--- src/rtl/psc_pkg.sv ---
package psc_pkg;

  typedef enum logic [2:0] {
    PS_NORMAL    = 3'd0,
    PS_AUTOHALT  = 3'd1,
    PS_STOPGRANT = 3'd2,
    PS_STOPCLK   = 3'd3,
    PS_SNOOP     = 3'd4
  } pstate_e;

  // interrupt line order inside vectors: {intr, nmi, smi}
  localparam int unsigned NLINE    = 3;
  localparam int unsigned LINE_INT = 2;

  function automatic logic is_awake(input pstate_e s);
    return (s == PS_NORMAL) || (s == PS_AUTOHALT);
  endfunction

endpackage

--- src/rtl/psc_settle_timer.sv ---
module psc_settle_timer #(
  parameter int unsigned SETTLE_CYC = 200000
) (
  input  logic clk,
  input  logic rst,
  input  logic clk_stopped,
  output logic ready
);
  localparam int unsigned CW = $clog2(SETTLE_CYC + 2);
  localparam logic [CW-1:0] LOAD = CW'(SETTLE_CYC);

  logic [CW-1:0] cnt_q;

  // reload while the clock is held, count down once it is running again
  always_ff @(posedge clk) begin
    if (rst)
      cnt_q <= '0;
    else if (clk_stopped)
      cnt_q <= LOAD;
    else if (cnt_q != '0)
      cnt_q <= cnt_q - 1'b1;
  end

  assign ready = (cnt_q == '0) && !clk_stopped;

endmodule

--- src/rtl/psc_irq_gate.sv ---
module psc_irq_gate
  import psc_pkg::*;
(
  input  logic             clk,
  input  logic             rst,
  input  pstate_e          state,
  input  logic [NLINE-1:0] lines,
  input  logic             intr_ack,
  input  logic             evt_ack,
  output logic             irq_en,
  output logic             recog,
  output logic [NLINE-1:0] pend
);
  logic             en_q;
  logic [NLINE-1:0] pend_q;

  // enable follows the previous cycle's state, giving the one-clock lag
  always_ff @(posedge clk) begin
    if (rst) en_q <= 1'b1;
    else     en_q <= is_awake(state);
  end

  for (genvar g = 0; g < NLINE; g++) begin : g_line
    logic clr;
    if (g == LINE_INT) begin : g_int
      assign clr = intr_ack;
    end else begin : g_evt
      assign clr = evt_ack;
    end

    always_ff @(posedge clk) begin
      if (rst || clr)
        pend_q[g] <= 1'b0;
      else if (en_q && lines[g])
        pend_q[g] <= 1'b1;
    end
  end

  assign irq_en = en_q;
  assign recog  = en_q && (|lines);
  assign pend   = pend_q;

endmodule

--- src/rtl/psc_fsm.sv ---
module psc_fsm
  import psc_pkg::*;
(
  input  logic    clk,
  input  logic    rst,
  input  logic    stop_req_n,
  input  logic    halt_ind,
  input  logic    wake,
  input  logic    snoop_stb,
  input  logic    clk_stopped,
  input  logic    pll_ready,
  output pstate_e state,
  output logic    sg_cyc,
  output logic    halt_cyc,
  output logic    cache_inv
);
  pstate_e state_q, state_d;
  logic    sg_d, halt_d;
  logic    sg_q, halt_q;

  always_comb begin
    state_d = state_q;
    sg_d    = 1'b0;
    halt_d  = 1'b0;
    unique case (state_q)
      PS_NORMAL: begin
        if (!stop_req_n) begin
          state_d = PS_STOPGRANT;
          sg_d    = 1'b1;
        end else if (halt_ind) begin
          state_d = PS_AUTOHALT;
          halt_d  = 1'b1;
        end
      end
      PS_AUTOHALT: begin
        if (!stop_req_n) begin
          state_d = PS_STOPGRANT;
          sg_d    = 1'b1;
        end else if (wake) begin
          state_d = PS_NORMAL;
        end
      end
      PS_STOPGRANT: begin
        if (stop_req_n) begin
          state_d = PS_AUTOHALT;
          halt_d  = 1'b1;
        end else if (clk_stopped) begin
          state_d = PS_STOPCLK;
        end
      end
      PS_STOPCLK: begin
        if (snoop_stb)
          state_d = PS_SNOOP;
        else if (pll_ready)
          state_d = PS_STOPGRANT;
      end
      PS_SNOOP: state_d = PS_STOPCLK;
      default:  state_d = PS_NORMAL;
    endcase
  end

  always_ff @(posedge clk) begin
    if (rst) begin
      state_q <= PS_NORMAL;
      sg_q    <= 1'b0;
      halt_q  <= 1'b0;
    end else begin
      state_q <= state_d;
      sg_q    <= sg_d;
      halt_q  <= halt_d;
    end
  end

  assign state     = state_q;
  assign sg_cyc    = sg_q;
  assign halt_cyc  = halt_q;
  assign cache_inv = (state_q == PS_SNOOP);

endmodule

--- src/rtl/pwr_state_ctrl.sv ---
module pwr_state_ctrl
  import psc_pkg::*;
#(
  parameter int unsigned SETTLE_CYC = 200000
) (
  input  logic       clk,
  input  logic       rst,
  input  logic       stop_req_n,
  input  logic       halt_ind,
  input  logic       intr,
  input  logic       nmi,
  input  logic       smi,
  input  logic       hard_rst,
  input  logic       soft_rst,
  input  logic       snoop_stb,
  input  logic       clk_stopped,
  input  logic       intr_ack,
  input  logic       evt_ack,
  output logic [2:0] state_o,
  output logic       stop_grant_cyc,
  output logic       halt_cyc,
  output logic       cache_inv,
  output logic       irq_en,
  output logic [2:0] pend_o
);
  pstate_e          cur;
  logic             pll_ready;
  logic             recog;
  logic [NLINE-1:0] pend;

  psc_settle_timer #(.SETTLE_CYC(SETTLE_CYC)) u_timer (
    .clk         (clk),
    .rst         (rst),
    .clk_stopped (clk_stopped),
    .ready       (pll_ready)
  );

  psc_irq_gate u_gate (
    .clk      (clk),
    .rst      (rst),
    .state    (cur),
    .lines    ({intr, nmi, smi}),
    .intr_ack (intr_ack),
    .evt_ack  (evt_ack),
    .irq_en   (irq_en),
    .recog    (recog),
    .pend     (pend)
  );

  psc_fsm u_fsm (
    .clk         (clk),
    .rst         (rst),
    .stop_req_n  (stop_req_n),
    .halt_ind    (halt_ind),
    .wake        (recog || hard_rst || soft_rst),
    .snoop_stb   (snoop_stb),
    .clk_stopped (clk_stopped),
    .pll_ready   (pll_ready),
    .state       (cur),
    .sg_cyc      (stop_grant_cyc),
    .halt_cyc    (halt_cyc),
    .cache_inv   (cache_inv)
  );

  assign state_o = cur;
  assign pend_o  = pend;

endmodule

--- config.mk ---
export PLATFORM = sky130hd
export DESIGN_NAME = pwr_state_ctrl
export DESIGN_NICKNAME = d
export VERILOG_FILES = /design/src/rtl/psc_pkg.sv /design/src/rtl/psc_settle_timer.sv /design/src/rtl/psc_irq_gate.sv /design/src/rtl/psc_fsm.sv /design/src/rtl/pwr_state_ctrl.sv
export SDC_FILE = /design/constraint.sdc
export NUM_CORES = 1
export LEC_CHECK = 0
export BUFFER_PORTS_ARGS = -buffer_cell sky130_fd_sc_hd__clkbuf_2
export CAP_MARGIN = 15
export CELL_PAD_IN_SITES_DETAIL_PLACEMENT = 1
export CELL_PAD_IN_SITES_GLOBAL_PLACEMENT = 1
export CORE_MARGIN = 2
export CORE_UTILIZATION = 40
export DETAILED_ROUTE_END_ITERATION = 10
export PLACE_DENSITY = 0.79
export SETUP_SLACK_MARGIN = 0.05
export SLEW_MARGIN = 10
export SYNTH_ARGS = -nofsm -noshare
export SYNTH_HDL_FRONTEND = slang
export SYNTH_SLANG_ARGS = --single-unit
--- constraint.sdc ---
create_clock -name clk -period 2.3 [get_ports clk]
set_input_delay 0.46 -clock clk [delete_from_list [all_inputs] [get_ports clk]]
set_output_delay 0.46 -clock clk [all_outputs]
set_load 0.05 [all_outputs]
Yosys cells after proc, flatten, opt, wreduce, memory -nomap -nowiden --
Index checks and enable logic that the tools add are counted.
Word-level totals: register bits after elaboration 27, output and inout port bits 10, logic and storage cells 55
Operators by class: add/sub/neg operators 1, equal/unequal tests 8, multiplexer cells 16, bitwise gates (word level) 1, reduce and logical (&&, ||, !) cells 20
Operator list (count):
- 18-bit 2-to-1 mux | 2
- 3-bit 2-to-1 mux | 8
- 18-bit logical NOT | 1
- 18-bit nonzero test | 1
- 18-bit by 1-bit subtractor with 18-bit output, second input constant | 1
- 3-bit one-hot mux with 5 select lines | 1
- 3-bit inequality test, second input constant | 3
- 3-bit by 2-bit == test with 1-bit output, second input constant | 2
- 2-bit OR reduction | 3
- 1-bit logical AND | 5
- 1-bit logical OR | 5
- 1-bit 2-to-1 mux | 4
- 4-bit AND reduction | 1
- 3-bit by 1-bit == test with 1-bit output, second input constant | 1
- 3-bit == test, second input constant | 1
- 3-bit logical NOT | 1
- 3-bit by 2-bit inequality test with 1-bit output, second input constant | 1
- 3-bit OR reduction | 1
- 1-bit one-hot mux with 2 select lines | 1
- 2-bit nonzero test | 1
- 1-bit logical NOT | 1
- 1-bit NOT | 1

Depth between registers and ports, before layout --
word-level depth 7, depth in mapped cells 7, depth with buffers taken out 6

Hierarchy --
Synthesis repeated with hierarchy kept, for this count alone.
Unflattened totals: cell total of the unflattened synthesis 156, area, all modules 1346.3 µm²
Modules (own cells, without submodules):
- psc_settle_timer | times used 1, cells each 117, area an instance 974.7 µm²
- psc_fsm | times used 1, cells each 26, area an instance 239.0 µm²
- psc_irq_gate | times used 1, cells each 12, area an instance 126.4 µm²
- pwr_state_ctrl | times used 1, cells each 1, area an instance 6.3 µm²

Worst setup path before layout --
Ideal clock, no wire load.
path type register to output, start point register u_fsm.state_q[2], in the netlist u_fsm.state[2], end point output cache_inv, arrival time 2.070 ns, slack -0.230 ns, cell stages (with the launch flop) 4, cell sequence dfxtp_1 clkbuf_1 inv_1 nor3_1
On the way: longest elaborated chain between the ends 1
RTL lines:
- start, declared | RTL line psc_fsm.sv:17 | pstate_e state_q, state_d;
- start signal, assigned | RTL line psc_fsm.sv:68 | state_q <= state_d;
- 3-bit == test | RTL line psc_fsm.sv:77 | assign cache_inv = (state_q == PS_SNOOP);
- end, declared | RTL line pwr_state_ctrl.sv:22 | output logic cache_inv,
No other way between the ends.

Worst setup path after layout --
start point register u_timer.cnt_q[8], end point register u_timer.cnt_q[11]
On the way: longest elaborated chain between the ends 3
RTL lines:
- start, declared | RTL line psc_settle_timer.sv:12 | logic [CW-1:0] cnt_q;
- start signal, assigned | RTL line psc_settle_timer.sv:21 | cnt_q <= cnt_q - 1'b1;
- 18-bit by 1-bit subtractor with 18-bit output | RTL line psc_settle_timer.sv:21
- 18-bit 2-to-1 mux | RTL line psc_settle_timer.sv:20 | else if (cnt_q != '0)
- 18-bit 2-to-1 mux | RTL line psc_settle_timer.sv:18 | else if (clk_stopped)
Parallel ways exist; a longest one is shown, timed or not. The select of a mux whose other input is x is not followed. A chain may end at the register's enable or synchronous reset.

==> results by group <==
Logic synthesis
  – Asr flop ratio synth: 0%
  – Number of synthesized register bits: 27
  – Mapped Area: ~0.0014 mm2
  – Synth warn: 0
  – Unique masters post-synth: 36
  – Sequential-to-total area share from yosys stat: about two fifths
  – Mapped Cells: between 150 and 200
  – Syn nets: ~180
  – EDFF count, synth: 0
  – Primary FF master, synth: dfxtp_1
  – Avg Cell Area, Syn: roughly 8.3 um2

Finish
  – Finished Cell Area: 0.00157 mm2
  – Most frequent cells in the layout: dfxtp_1 (27), clkbuf_2 (22), a21oi_1 (15)
  – Layout cells sized above 1: between 20% and 30%
  – Finished Core Util: between 40% and 50%
  – Antenna Cells: 0
  – Area grow syn2layout: 14.3%
  – Nets: around 200
  – Final-layout fill cell count: 417
  – Commonest non-fill, non-tap cell in the layout: dfxtp_1

Placement
  – Hpwl dp: about 3 mm
  – GP Congestion: approximately 0.9
  – Area after DPL: approximately 0.0015 mm2
  – IO buf count: 22

Worst setup path
  – Crit-path max FO: 7
  – Kind of critical path: reg -> reg
  – WP data arrival: approximately 2400 ps
  – Worst Setup End Kind: flip-flop
  – Required @ worst endpoint: approximately 2500 ps
  – Setup crit start kind: flip-flop
  – Critical R2R Launch: u_timer.cnt_q[8]
  – Crit. Startpoint: u_timer.cnt_q[8]

CTS
  – Inserted Clock Buffers: 3
  – Post CTS Setup Buffer Count: 0
  – CTS Sinks: 27
  – Root Driver: clkbuf_4
  – Cts hold-fix bufs: 0
  – Worst-path clk slew: 160 ps
  – H-tree levels: 1
  – CTS Buffer Depth: 2
  – Post_cts resized: 0
  – Clock latency at the later pin of the worst-skew pair: between 300 and 400 ps
  – CTS tree: built

Route
  – DRT iter0 DRCs: slightly below 70
  – Total routed wirelength: 3.92 mm
  – # DRC: 0
  – DR WL/cell: 17.0 um
  – ANT nets after route: 0
  – Via count: around 1400
  – DRT Pass-1 Iters: 4
  – Via-per-instance ratio: 5.96

Die
  – Core region area: approximately 0.0033 mm2
  – Die area: between 0.003 and 0.004 mm2
  – Die H: 62.6 um
  – # rows: 21
  – I/O Pins: 23
  – Initial Utilization: a little over 40%
  – Die Wd: around 63 um

Global routing
  – Largest net degree at the start of global routing: 16
  – Gr usage total: between 20% and 30%
  – First-pass GRT wire length: slightly below 7 mm
  – Initial antenna violation count: 0
  – Number of global-route vias before repair: 1459
  – Total gr overflow: 0

Flow run
  – MaxCap Viol Count: 0

Pwr
  – Leak: approximately 0.59 nW
  – Tot Pwr: ~0.0011 W
  – Power per cell area: 707 mW/mm2
  – Max VDD drop: ~0.00027 V

Timing
  – Worst Max-Slew Pin Slew: 712 ps
  – Hold Violations, Final: 0
  – WHS: ~280 ps
  – Final setup viols: 0
  – Peak Freq: approximately 470 MHz
  – Slew Viols, Final: 0
  – Fin crit share: roughly 93%
  – Setup TNS: 0 ps
  – Slew HR: between 50% and 60%
  – Worst Clk Skew: 2.36 ps
  – Fin crit period: ~2100 ps
  – RSZ-0062 raised after global routing: no

Worst hold path
  – Hold_sp: intr_ack
  – Worst Hold Class: in -> reg

Status
  – Status: finished, final reports clean
## worst max-delay path, stage by stage, from the launching register on
cell and delay [ps]:
dfxtp_1 390, or4_1 550, or4_1 690, o32ai_2 320
nor3_1 90
## synthesized netlist by cell type, drive strengths merged, types with 2 or more instances
library cell,instances,share of area (%)
mux2i,4,2.9
nor2,7,1.9
dfxtp,27,39
a2111o,2,1.6
a211oi,3,1.6
nand2b,5,2.3
o22ai,2,0.91
o31ai,5,2.7
inv,5,1.4
o311ai,2,1.3
nor3,14,5.1
nand2,10,2.7
o21ai,8,2.9
nor4b,3,1.9
a2111oi,3,2.4
or4,5,2.7
a21oi,15,5.5
buf,3,1.1
or3,13,5.9
clkbuf,10,2.9
or2,3,1.4
nor4,4,1.8
## per-layer routing
layer	track usage (%)	share of wire (%)	vias up
met5	0	0	-
met4	8.33	1.9	0
met3	2.70	2.5	8
met2	35.2	49	22
met1	28.8	47	675
li1	-	-	666
## where the power goes
| group | internal (W) | total (W) | switching [W] |
|---|---|---|---|
| Combinational | 0.000126 | 0.000344 | 0.000218 |
| Sequential | 0.000507 | 0.000549 | 0.0000418 |
| Clock | 0.0000655 | 0.000219 | 0.000153 |
| Total | 0.000699 | 0.00111 | 0.000413 |
## metrics by stage
| step | instances | setup slack, ps |
|---|---|---|
| floorplan | 165 | 196 |
| global placement | 226 | 291 |
| detailed placement | 226 | 203 |
| CTS | 230 | 179 |
| global route | 230 | 50.7 |
| finish | 230 | 158 |
## cell families after synthesis
| group | Yosys count | share of synthesized area (%) |
|---|---|---|
| buffers and inverters | 18 | 5.37 |
| AND/OR/NAND/NOR | 68 | 27.7 |
| adder cells (fa/ha/maj) | 1 | 0.910 |
| flip-flops | 27 | 39.3 |
| multiplexers | 4 | 2.91 |
| AO/OA/AOI/OAI | 47 | 23.8 |
## area by class of cell
cell class	instances	area, um2	area share (%)
timing repair buffer	28	155	9.87
clock buffer	3	22.5	1.43
multi-input combinational	120	772	49.1
tap	46	57.6	3.66
sequential	27	541	34.4
inverter	5	18.8	1.19
clock inverter	1	5.00	0.318
## state kept, by name, summed over array words and instances (netlist names)
signal / count
u_gate.irq_en: 1
u_fsm.halt_cyc: 1
u_fsm.state: 3
u_gate.pend: 3
u_timer.cnt_q: 18
u_fsm.sg_cyc: 1
## final timing paths
check	endpoint	slack, ps	depth (start not counted)
setup / recovery	u_timer.cnt_q[11]	160	4
hold / removal	u_gate.pend[2]	280	2
setup reg to reg	u_timer.cnt_q[11]	160	4
hold reg to reg	u_timer.cnt_q[7]	480	2
(Power assumes the default switching activity.)
